==> src/rtl/idec_pkg.sv <==
package idec_pkg;

    localparam int WORD_W  = 32;
    localparam int CLS_W   = 2;
    localparam int SUB_W   = 4;
    localparam int REG_W   = 4;
    localparam int OPND_W  = 16;
    localparam int OP_W    = 5;
    localparam int KIND_W  = 3;

    // Bit positions, derived top-down from the field widths
    localparam int CLS_LSB  = WORD_W - CLS_W;
    localparam int FLAG_POS = CLS_LSB - 1;
    localparam int SUB_LSB  = FLAG_POS - SUB_W;
    localparam int RD_LSB   = SUB_LSB - REG_W;
    localparam int RX_LSB   = RD_LSB - REG_W;
    localparam int IMM_POS  = RX_LSB - 1;

    typedef enum logic [CLS_W-1:0] {
        CLS_MOVE   = 2'd0,
        CLS_ALU    = 2'd1,
        CLS_MEMCTL = 2'd2,
        CLS_SKIP   = 2'd3
    } cls_e;

    typedef enum logic [OP_W-1:0] {
        OP_NONE  = 5'd0,
        OP_COPY  = 5'd1,
        OP_ADD   = 5'd2,
        OP_SUB   = 5'd3,
        OP_OR    = 5'd4,
        OP_AND   = 5'd5,
        OP_XOR   = 5'd6,
        OP_LSL   = 5'd7,
        OP_LSR   = 5'd8,
        OP_ASR   = 5'd9,
        OP_SMULL = 5'd10,
        OP_SMULH = 5'd11,
        OP_UMULL = 5'd12,
        OP_UMULH = 5'd13,
        OP_DIV   = 5'd14,
        OP_MOD   = 5'd15,
        OP_STORE = 5'd16,
        OP_LOAD  = 5'd17,
        OP_PUSH  = 5'd18,
        OP_POP   = 5'd19,
        OP_RET   = 5'd20,
        OP_RETI  = 5'd21,
        OP_SWI   = 5'd22,
        OP_DINT  = 5'd23,
        OP_EINT  = 5'd24,
        OP_GETSP = 5'd25,
        OP_SETSP = 5'd26,
        OP_SKIP  = 5'd27
    } op_e;

    typedef enum logic [1:0] {
        ST_OK      = 2'd0,
        ST_UNSUP   = 2'd1,
        ST_ILLEGAL = 2'd2
    } dec_st_e;

    localparam logic [KIND_W-1:0] KIND_NONE    = 3'd0;
    localparam logic [KIND_W-1:0] KIND_UNSUP   = 3'd5;
    localparam logic [KIND_W-1:0] KIND_ILLEGAL = 3'd6;

    typedef struct packed {
        cls_e              cls;
        logic              flag;
        logic [SUB_W-1:0]  sub;
        logic [REG_W-1:0]  rd;
        logic [REG_W-1:0]  rx;
        logic              imm;
        logic [OPND_W-1:0] opnd;
    } fields_t;

endpackage

==> src/rtl/idec_field_split.sv <==
module idec_field_split
    import idec_pkg::*;
(
    input  logic [WORD_W-1:0] word,
    output fields_t           fld
);

    always_comb begin
        fld.cls  = cls_e'(word[WORD_W-1 -: CLS_W]);
        fld.flag = word[FLAG_POS];
        fld.sub  = word[SUB_LSB +: SUB_W];
        fld.rd   = word[RD_LSB +: REG_W];
        fld.rx   = word[RX_LSB +: REG_W];
        fld.imm  = word[IMM_POS];
        fld.opnd = word[OPND_W-1:0];
    end

endmodule

==> src/rtl/idec_alu_group.sv <==
module idec_alu_group
    import idec_pkg::*;
#(
    parameter bit HAS_MULDIV = 1'b1
) (
    input  logic [SUB_W-1:0] sub,
    output op_e              op,
    output dec_st_e          st
);

    localparam logic [SUB_W-1:0] BASIC_LO = 4'd1;
    localparam logic [SUB_W-1:0] BASIC_HI = 4'd8;
    localparam logic [SUB_W-1:0] MD_LO    = 4'd9;
    localparam logic [SUB_W-1:0] MD_HI    = 4'd14;

    op_e     md_op;
    dec_st_e md_st;
    op_e     direct_op;

    assign direct_op = op_e'(OP_W'(sub) + OP_W'(1));

    generate
        if (HAS_MULDIV) begin : g_muldiv
            assign md_op = direct_op;
            assign md_st = ST_OK;
        end else begin : g_no_muldiv
            assign md_op = OP_NONE;
            assign md_st = ST_UNSUP;
        end
    endgenerate

    always_comb begin
        if (sub >= BASIC_LO && sub <= BASIC_HI) begin
            op = direct_op;
            st = ST_OK;
        end else if (sub >= MD_LO && sub <= MD_HI) begin
            op = md_op;
            st = md_st;
        end else begin
            op = OP_NONE;
            st = ST_ILLEGAL;
        end
    end

endmodule

==> src/rtl/idec_ctrl_group.sv <==
module idec_ctrl_group
    import idec_pkg::*;
(
    input  logic [SUB_W-1:0] sub,
    input  logic             flag,
    output op_e              op,
    output dec_st_e          st
);

    always_comb begin
        op = OP_NONE;
        st = ST_OK;
        unique case (sub)
            4'd0:    op = OP_STORE;
            4'd1:    op = OP_LOAD;
            4'd2:    op = OP_PUSH;
            4'd3:    op = OP_POP;
            4'd8:    op = flag ? OP_RETI : OP_RET;
            4'd9:    op = OP_SWI;
            4'd11:   op = OP_DINT;
            4'd12:   op = OP_EINT;
            4'd13:   op = OP_GETSP;
            4'd14:   op = OP_SETSP;
            default: st = ST_ILLEGAL;
        endcase
    end

endmodule

==> src/rtl/idec_core.sv <==
module idec_core
    import idec_pkg::*;
#(
    parameter bit HAS_MULDIV = 1'b1
) (
    input  logic [WORD_W-1:0] instr_word,
    output logic [OP_W-1:0]   op_code,
    output logic [REG_W-1:0]  dst_reg,
    output logic [REG_W-1:0]  src_reg,
    output logic              opnd_is_imm,
    output logic [OPND_W-1:0] opnd_value,
    output logic [SUB_W-1:0]  skip_cond,
    output logic [REG_W-1:0]  skip_dist,
    output logic              fault_valid,
    output logic [KIND_W-1:0] fault_kind,
    output logic [WORD_W-1:0] fault_arg
);

    fields_t fld;
    op_e     alu_op;
    dec_st_e alu_st;
    op_e     ctl_op;
    dec_st_e ctl_st;
    op_e     sel_op;
    dec_st_e sel_st;

    idec_field_split u_split (
        .word (instr_word),
        .fld  (fld)
    );

    idec_alu_group #(.HAS_MULDIV(HAS_MULDIV)) u_alu (
        .sub (fld.sub),
        .op  (alu_op),
        .st  (alu_st)
    );

    idec_ctrl_group u_ctl (
        .sub  (fld.sub),
        .flag (fld.flag),
        .op   (ctl_op),
        .st   (ctl_st)
    );

    // Class select
    always_comb begin
        unique case (fld.cls)
            CLS_MOVE: begin
                sel_op = OP_COPY;
                sel_st = ST_OK;
            end
            CLS_ALU: begin
                sel_op = alu_op;
                sel_st = alu_st;
            end
            CLS_MEMCTL: begin
                sel_op = ctl_op;
                sel_st = ctl_st;
            end
            default: begin
                sel_op = OP_SKIP;
                sel_st = ST_OK;
            end
        endcase
    end

    // Fault classification and outputs
    always_comb begin
        fault_arg = '0;
        unique case (sel_st)
            ST_OK:      fault_kind = KIND_NONE;
            ST_UNSUP:   fault_kind = KIND_UNSUP;
            default: begin
                fault_kind = KIND_ILLEGAL;
                fault_arg  = instr_word;
            end
        endcase
        fault_valid = (sel_st != ST_OK);
        op_code     = (sel_st == ST_OK) ? sel_op : OP_NONE;
        dst_reg     = fld.rd;
        src_reg     = fld.rx;
        opnd_is_imm = fld.imm;
        opnd_value  = fld.opnd;
        skip_cond   = (fld.cls == CLS_SKIP) ? fld.sub : '0;
        skip_dist   = (fld.cls == CLS_SKIP) ? fld.rd  : '0;
    end

endmodule

==> config.mk <==
export PLATFORM = sky130hd
export DESIGN_NAME = idec_core
export DESIGN_NICKNAME = d
export VERILOG_FILES = /design/src/rtl/idec_pkg.sv /design/src/rtl/idec_field_split.sv /design/src/rtl/idec_alu_group.sv /design/src/rtl/idec_ctrl_group.sv /design/src/rtl/idec_core.sv
export SDC_FILE = /design/constraint.sdc
export NUM_CORES = 1
export LEC_CHECK = 0
export ABC_AREA = 1
export CAP_MARGIN = 15
export CORE_MARGIN = 5
export CORE_UTILIZATION = 40
export DETAILED_ROUTE_END_ITERATION = 16
export DONT_BUFFER_PORTS = 1
export GPL_ROUTABILITY_DRIVEN = 0
export GPL_TIMING_DRIVEN = 0
export MAX_ROUTING_LAYER = met4
export PLACE_DENSITY = 0.66
export SLEW_MARGIN = 0
export SYNTH_ARGS = -nofsm -noshare
export SYNTH_HDL_FRONTEND = slang
export SYNTH_HIERARCHICAL = 1
export SYNTH_SLANG_ARGS = --single-unit
export TNS_END_PERCENT = 5
==> constraint.sdc <==
create_clock -name vclk -period 2.5
set_input_delay 0.5 -clock vclk [all_inputs]
set_output_delay 0.5 -clock vclk [all_outputs]
set_load 0.005 [all_outputs]
==> results of run 1 <==
==> worst max-delay path, cell delays in order <==
cell	delay (ns)
buf_4	0.16
inv_1	0.08
ha_1	0.17
inv_1	0.09
nor2_4	0.05
nand2_2	0.08
a21boi_2	0.16
nand2_1	0.08
nand2_2	0.10
nand2_4	0.09
buf_6	0.16
nor2_1	0.13
==> layer usage <==
metal	GRT usage (%)	vias to the layer above	routed length, um
met4	1.06	0	21
li1	-	564	-
met5	-	-	0
met1	15.8	443	1150
met3	1.80	2	203
met2	21.7	47	1440
==> through the flow <==
stage / hold slack [ns] / util [%]
final: 1.08 / 43.7
after global routing: 1.08 / 43.7
after floorplan: 1.07 / -
after CTS: 1.08 / 42.8
after global placement: 1.08 / 42.8
after detailed placement: 1.08 / 42.8
==> path summary, 6_finish.rpt <==
kind                   endpoint  slack [ns]  cells after the start
setup / recovery  fault_arg[15]        0.15                     12
hold / removal    fault_arg[25]        1.08                      2
==> report_power, final <==
part / total (W) / internal [W] / switching (W)
Sequential: 0 / 0 / 0
Clock: 0 / 0 / 0
Combinational: 0.000173 / 0.0000739 / 0.0000987
==> area by class of cell <==
cell class,count,area share (%)
Multi-Input combinational cell,119,53.9
Buffer,38,24.7
Inverter,57,18.1
Tap cell,31,3.28
==> placed cells by master (no fill, tap or decap) <==
master | synthesis | routed
inv_1 | 51 | 51
nand2_4 | 1 | 1
nor2_2 | 10 | 14
o21ai_2 | 1 | 1
buf_4 | 34 | 34
nand4_2 | 1 | 1
inv_2 | 6 | 6
buf_6 | 3 | 3
nand3b_1 | 1 | 1
nor2_4 | 2 | 3
a21boi_1 | 2 | 1
xnor2_1 | 2 | 2
nor2_1 | 38 | 33
a21boi_2 | 0 | 1
clkbuf_1 | 1 | 1
nand3_1 | 4 | 4
nand2_1 | 39 | 38
conb_1 | 2 | 2
nand4_1 | 1 | 1
a21oi_1 | 3 | 3
nand2_2 | 5 | 6
ha_1 | 7 | 7
==> kinds of logic after synthesis <==
group	Yosys count	synth area share (%)
XOR/XNOR	2	1.56
other	2	0.670
adder cells (fa/ha/maj)	7	7.81
AO/OA/AOI/OAI	6	3.46
buffers and inverters	95	45.2
AND/OR/NAND/NOR	102	41.3
==> timing repair <==
item	4_1_cts	5_1_grt
hold buffers	0	0
resized for setup	0	8
endpoints found under the setup margin	0	30
==> reports/results.tsv, run 1 <==
stage	metric	value	unit
outcome	status	completed	
worst_setup_path	crit_arrival	1.85	ns
detailed_routing	totalWireLength	2.81	mm
layout	register_area	0	sq um
layout	clockBufferCount	0	
timing	fin_ws	0.148	ns
detailed_routing	drc	0	
global_route	grt_pass1_vias	973	
placed_design	hpwl	2.39	mm
floorplan	die_x	62.9	um
layout	finalNetCount	255	
timing	setup_violations	0	
placed_design	place_ws	0.0296	ns
timing	finalCritPeriodShare	94.1	%
layout	layout.cells.non_filler	245	
synth	synth_top_cell_area_share	22.8	%
timing	drv_slew	0	
global_route	grt_use_total	12.5	%
layout	fill_cells	307	
timing	max_freq	0.425	GHz
placed_design	dpl.cell_count	245	
detailed_routing	vias	1056	
synth	syn_area	0.00112	sq mm
synth	yosysSeqAreaShare	0	%
pwr	p_leak	0.838	nW
pwr	irDropWorstVdd	0.0685	mV
placed_design	placed_area	0.00116	sq mm
synth	syn_nets	253	
synth	synth_top_cell_by_area	buf_4	
worst_setup_path	crit_start	instr_word[26]	
synth	avgSynthCellArea	5.24	sq um
detailed_routing	drtIter0Drc	44	
hold_path	hold_path.class	input port to output pin	
worst_setup_path	crit_fanout	11	
global_route	overflow	0	
timing	fin_crit	2.35	ns
global_route	antenna_found_initial	0	
detailed_routing	vias_per_cell	4.31	
synth	netlist_top_cells_area	buf_4 (23%), inv_1 (17%), nand2_1 (13%)	
synth	yosys_warnings	6	
pwr	pwr_density_cell	146	mW/mm^2
hold_path	min-delay-start	instr_word[25]	
detailed_routing	ant_nets	0	
run	maxCapViolations	0	
worst_setup_path	startpoint_type	input port	
floorplan	die_h	62.9	um
timing	finalSetupTns	0	ns
synth	synth_common_cells	inv_1 (51), nand2_1 (39), nor2_1 (38)	
worst_setup_path	crit_type	input port to output pin	
detailed_routing	firstDrtPassIters	6	
floorplan	core	0.00271	sq mm
layout	seq_cells	0	
synth	synthCells	214	
synth	yosysMostFrequentCell	inv_1	
layout	stdcell_area	0.00118	sq mm
layout	drive_above_1_share	32.7	%
worst_setup_path	cp.required	2.00	ns
worst_setup_path	setup.worst_path.end_class	output pin	
layout	syn_to_final_growth	5.58	%
floorplan	fp-row-count	19	
pwr	finalPower	0.000173	W
timing	grt_setup_unrepaired	false	
timing	hold_violations	0	
floorplan	initial_core_util	41.4	%
detailed_routing	wl_per_cell	11.5	um
layout	diodes	0	
synth	synth_cell_types	21	
placed_design	numPortBuffers	0	
global_route	grt_max_degree	12	
floorplan	dieArea	0.00396	sq mm
global_route	grt_pass1_wl	4.28	mm
layout	multiInputGateArea	638	sq um
clocking	postCtsSetupBuffers	0	
floorplan	ios	106	
Power figures use the tool's default switching activity.
==> run 2, diff against run 1 <==
--- a/config.mk
+++ b/config.mk
@@ -14,7 +14,8 @@
 export GPL_ROUTABILITY_DRIVEN = 0
 export GPL_TIMING_DRIVEN = 0
 export MAX_ROUTING_LAYER = met4
-export PLACE_DENSITY = 0.66
+export PLACE_DENSITY = 0.68
+export SKIP_LAST_GASP = 1
 export SLEW_MARGIN = 0
 export SYNTH_ARGS = -nofsm -noshare
 export SYNTH_HDL_FRONTEND = slang
==> constraint.sdc (replaced) <==
create_clock -name vclk -period 1.9
set_input_delay 0.38 -clock vclk [all_inputs]
set_output_delay 0.38 -clock vclk [all_outputs]
set_load 0.005 [all_outputs]
==> run 2 against run 1 <==
  * The run now ends with setup timing left
  * First-iteration DRC count fell by 45%
  * Count of clock-buffer cells in the layout did not move
  * Total power rose by 73%
  * Core utilization rose by 12 points
  * Sequential cell count did not move
  * Die area did not move
  * Routed wire length rose by 11%
  * Critical path depth did not move
  * Via count rose by 6.7%
  * Worst hold slack got worse by 0.23 ns
  * Design area rose by 28%
  * Combinational power rose by 73%
==> reports/results.tsv, run 2 (synthesized netlist as in run 1, its figures left out) <==
stage	metric	value	unit
outcome	status	finished, violations left	
outcome	violations	setup timing	
detailed_routing	vias	1127	
pwr	swShare	54.3	%
global_route	grt_max_degree	12	
timing	whs	0.843	ns
layout	seq_cells	0	
timing	drv_slew	0	
worst_setup_path	crit_arrival	1.61	ns
layout	syn_to_final_growth	35.4	%
placed_design	numPortBuffers	0	
floorplan	dieArea	0.00396	sq mm
floorplan	die_x	62.9	um
layout	register_area	0	sq um
layout	multiInputGateArea	795	sq um
worst_setup_path	crit_fanout	7	
layout	drive_above_1_share	45.9	%
global_route	grt_pass1_vias	1086	
detailed_routing	drc	0	
hold_path	hold_path.class	input port to output pin	
layout	layout_common_cells	inv_1 (48), nand2_1 (38), buf_4 (36)	
worst_setup_path	cp.required	1.52	ns
floorplan	die_h	62.9	um
timing	fin_ws	-0.0861	ns
pwr	pwr_density_cell	197	mW/mm^2
layout	clockBufferCount	0	
worst_setup_path	startpoint_type	input port	
detailed_routing	drtIter0Drc	24	
pwr	p_leak	0.915	nW
pwr	p_int	0.000137	W
timing	setup_violations	39	
timing	finalSetupTns	-1.44	ns
pwr	combPwrFrac	100.0	%
placed_design	hpwl	2.52	mm
floorplan	fp-row-count	19	
layout	fill_cells	281	
floorplan	ios	106	
floorplan	initial_core_util	41.4	%
timing	hold_violations	0	
global_route	grt_use_total	14.0	%
global_route	antenna_found_initial	0	
detailed_routing	firstDrtPassIters	7	
detailed_routing	wl_per_cell	12.3	um
hold_path	holdPathStages	1	
detailed_routing	totalWireLength	3.11	mm
layout	final_common_cell	inv_1	
layout	finalNetCount	263	
pwr	p_seq_share	0	%
global_route	grt_pass1_wl	4.81	mm
timing	grt_setup_unrepaired	true	
detailed_routing	ant_nets	0	
pwr	switchingPower	0.000162	W
timing	finalCritPeriodShare	105	%
run	maxCapViolations	0	
clocking	cts_hold_buffers	0	
timing	fin_crit	1.99	ns
worst_setup_path	setup.worst_path.end_class	output pin	
global_route	overflow	0	
detailed_routing	vias_per_cell	4.45	
layout	diodes	0	
pwr	pwr-share-clk	0	%
timing	max_freq	0.503	GHz
floorplan	core	0.00271	sq mm
worst_setup_path	crit_type	input port to output pin	
pwr	irDropWorstVdd	0.124	mV
==> run 2: metal layers <==
layer | global-route usage (%) | vias up | routed length, um
met1 | 14.2 | 491 | 1060
met4 | 1.06 | 0 | 8
met5 | - | - | 0
met2 | 27.6 | 55 | 1740
met3 | 3.42 | 2 | 300
li1 | - | 579 | -
==> run 2: cell type report <==
cell class / instances / area share, %
buffer: 38 / 22.7
inverter: 57 / 14.9
multi-input combinational: 119 / 52.3
tap: 31 / 2.56
timing repair buffer: 8 / 7.50
==> run 2: worst paths after layout <==
kind / endpoint / from
min: opnd_value[2] / instr_word[2]
max: fault_arg[18] / instr_word[25]
==> run 2: worst max-delay path, cell delays in order <==
cell and delay, ns:
buf_12 0.11, clkinv_4 0.04, ha_4 0.12, inv_2 0.04, nor2_4 0.09, nand2_2 0.07
a21boi_2 0.14, nand2_1 0.07, nand2_2 0.13, nand2_8 0.12, clkbuf_16 0.20, nor2_4 0.11
==> run 2: power groups by stage <==
stage	Clock [W]	Sequential (W)	Combinational, W
after floorplan	0	0	0.000227
after global placement	0	0	0.000258
after detailed placement	0	0	0.000261
after CTS	0	0	0.000271
after global routing	0	0	0.000330
final	0	0	0.000299
==> run 2: metrics by stage <==
step,cells,util [%],area (sq um),worst slack (ns),total power (W)
2_1_floorplan,214,-,1290,0.0129,0.000227
3_3_place_gp,245,48.9,1330,-0.0931,0.000258
3_5_place_dp,245,48.9,1330,-0.109,0.000261
4_1_cts,247,50.8,1380,-0.105,0.000271
5_1_grt,253,56.0,1520,-0.187,0.000330
6_report,253,56.0,1520,-0.0861,0.000299
==> run 2: what timing repair did <==
| item | in CTS | in global routing |
|---|---|---|
| gates resized for setup | 7 | 14 |
| setup buffers | 1 | 5 |
| gates cloned | 1 | 1 |
| setup endpoints to repair | 35 | 40 |
| pin swaps | 2 | 6 |
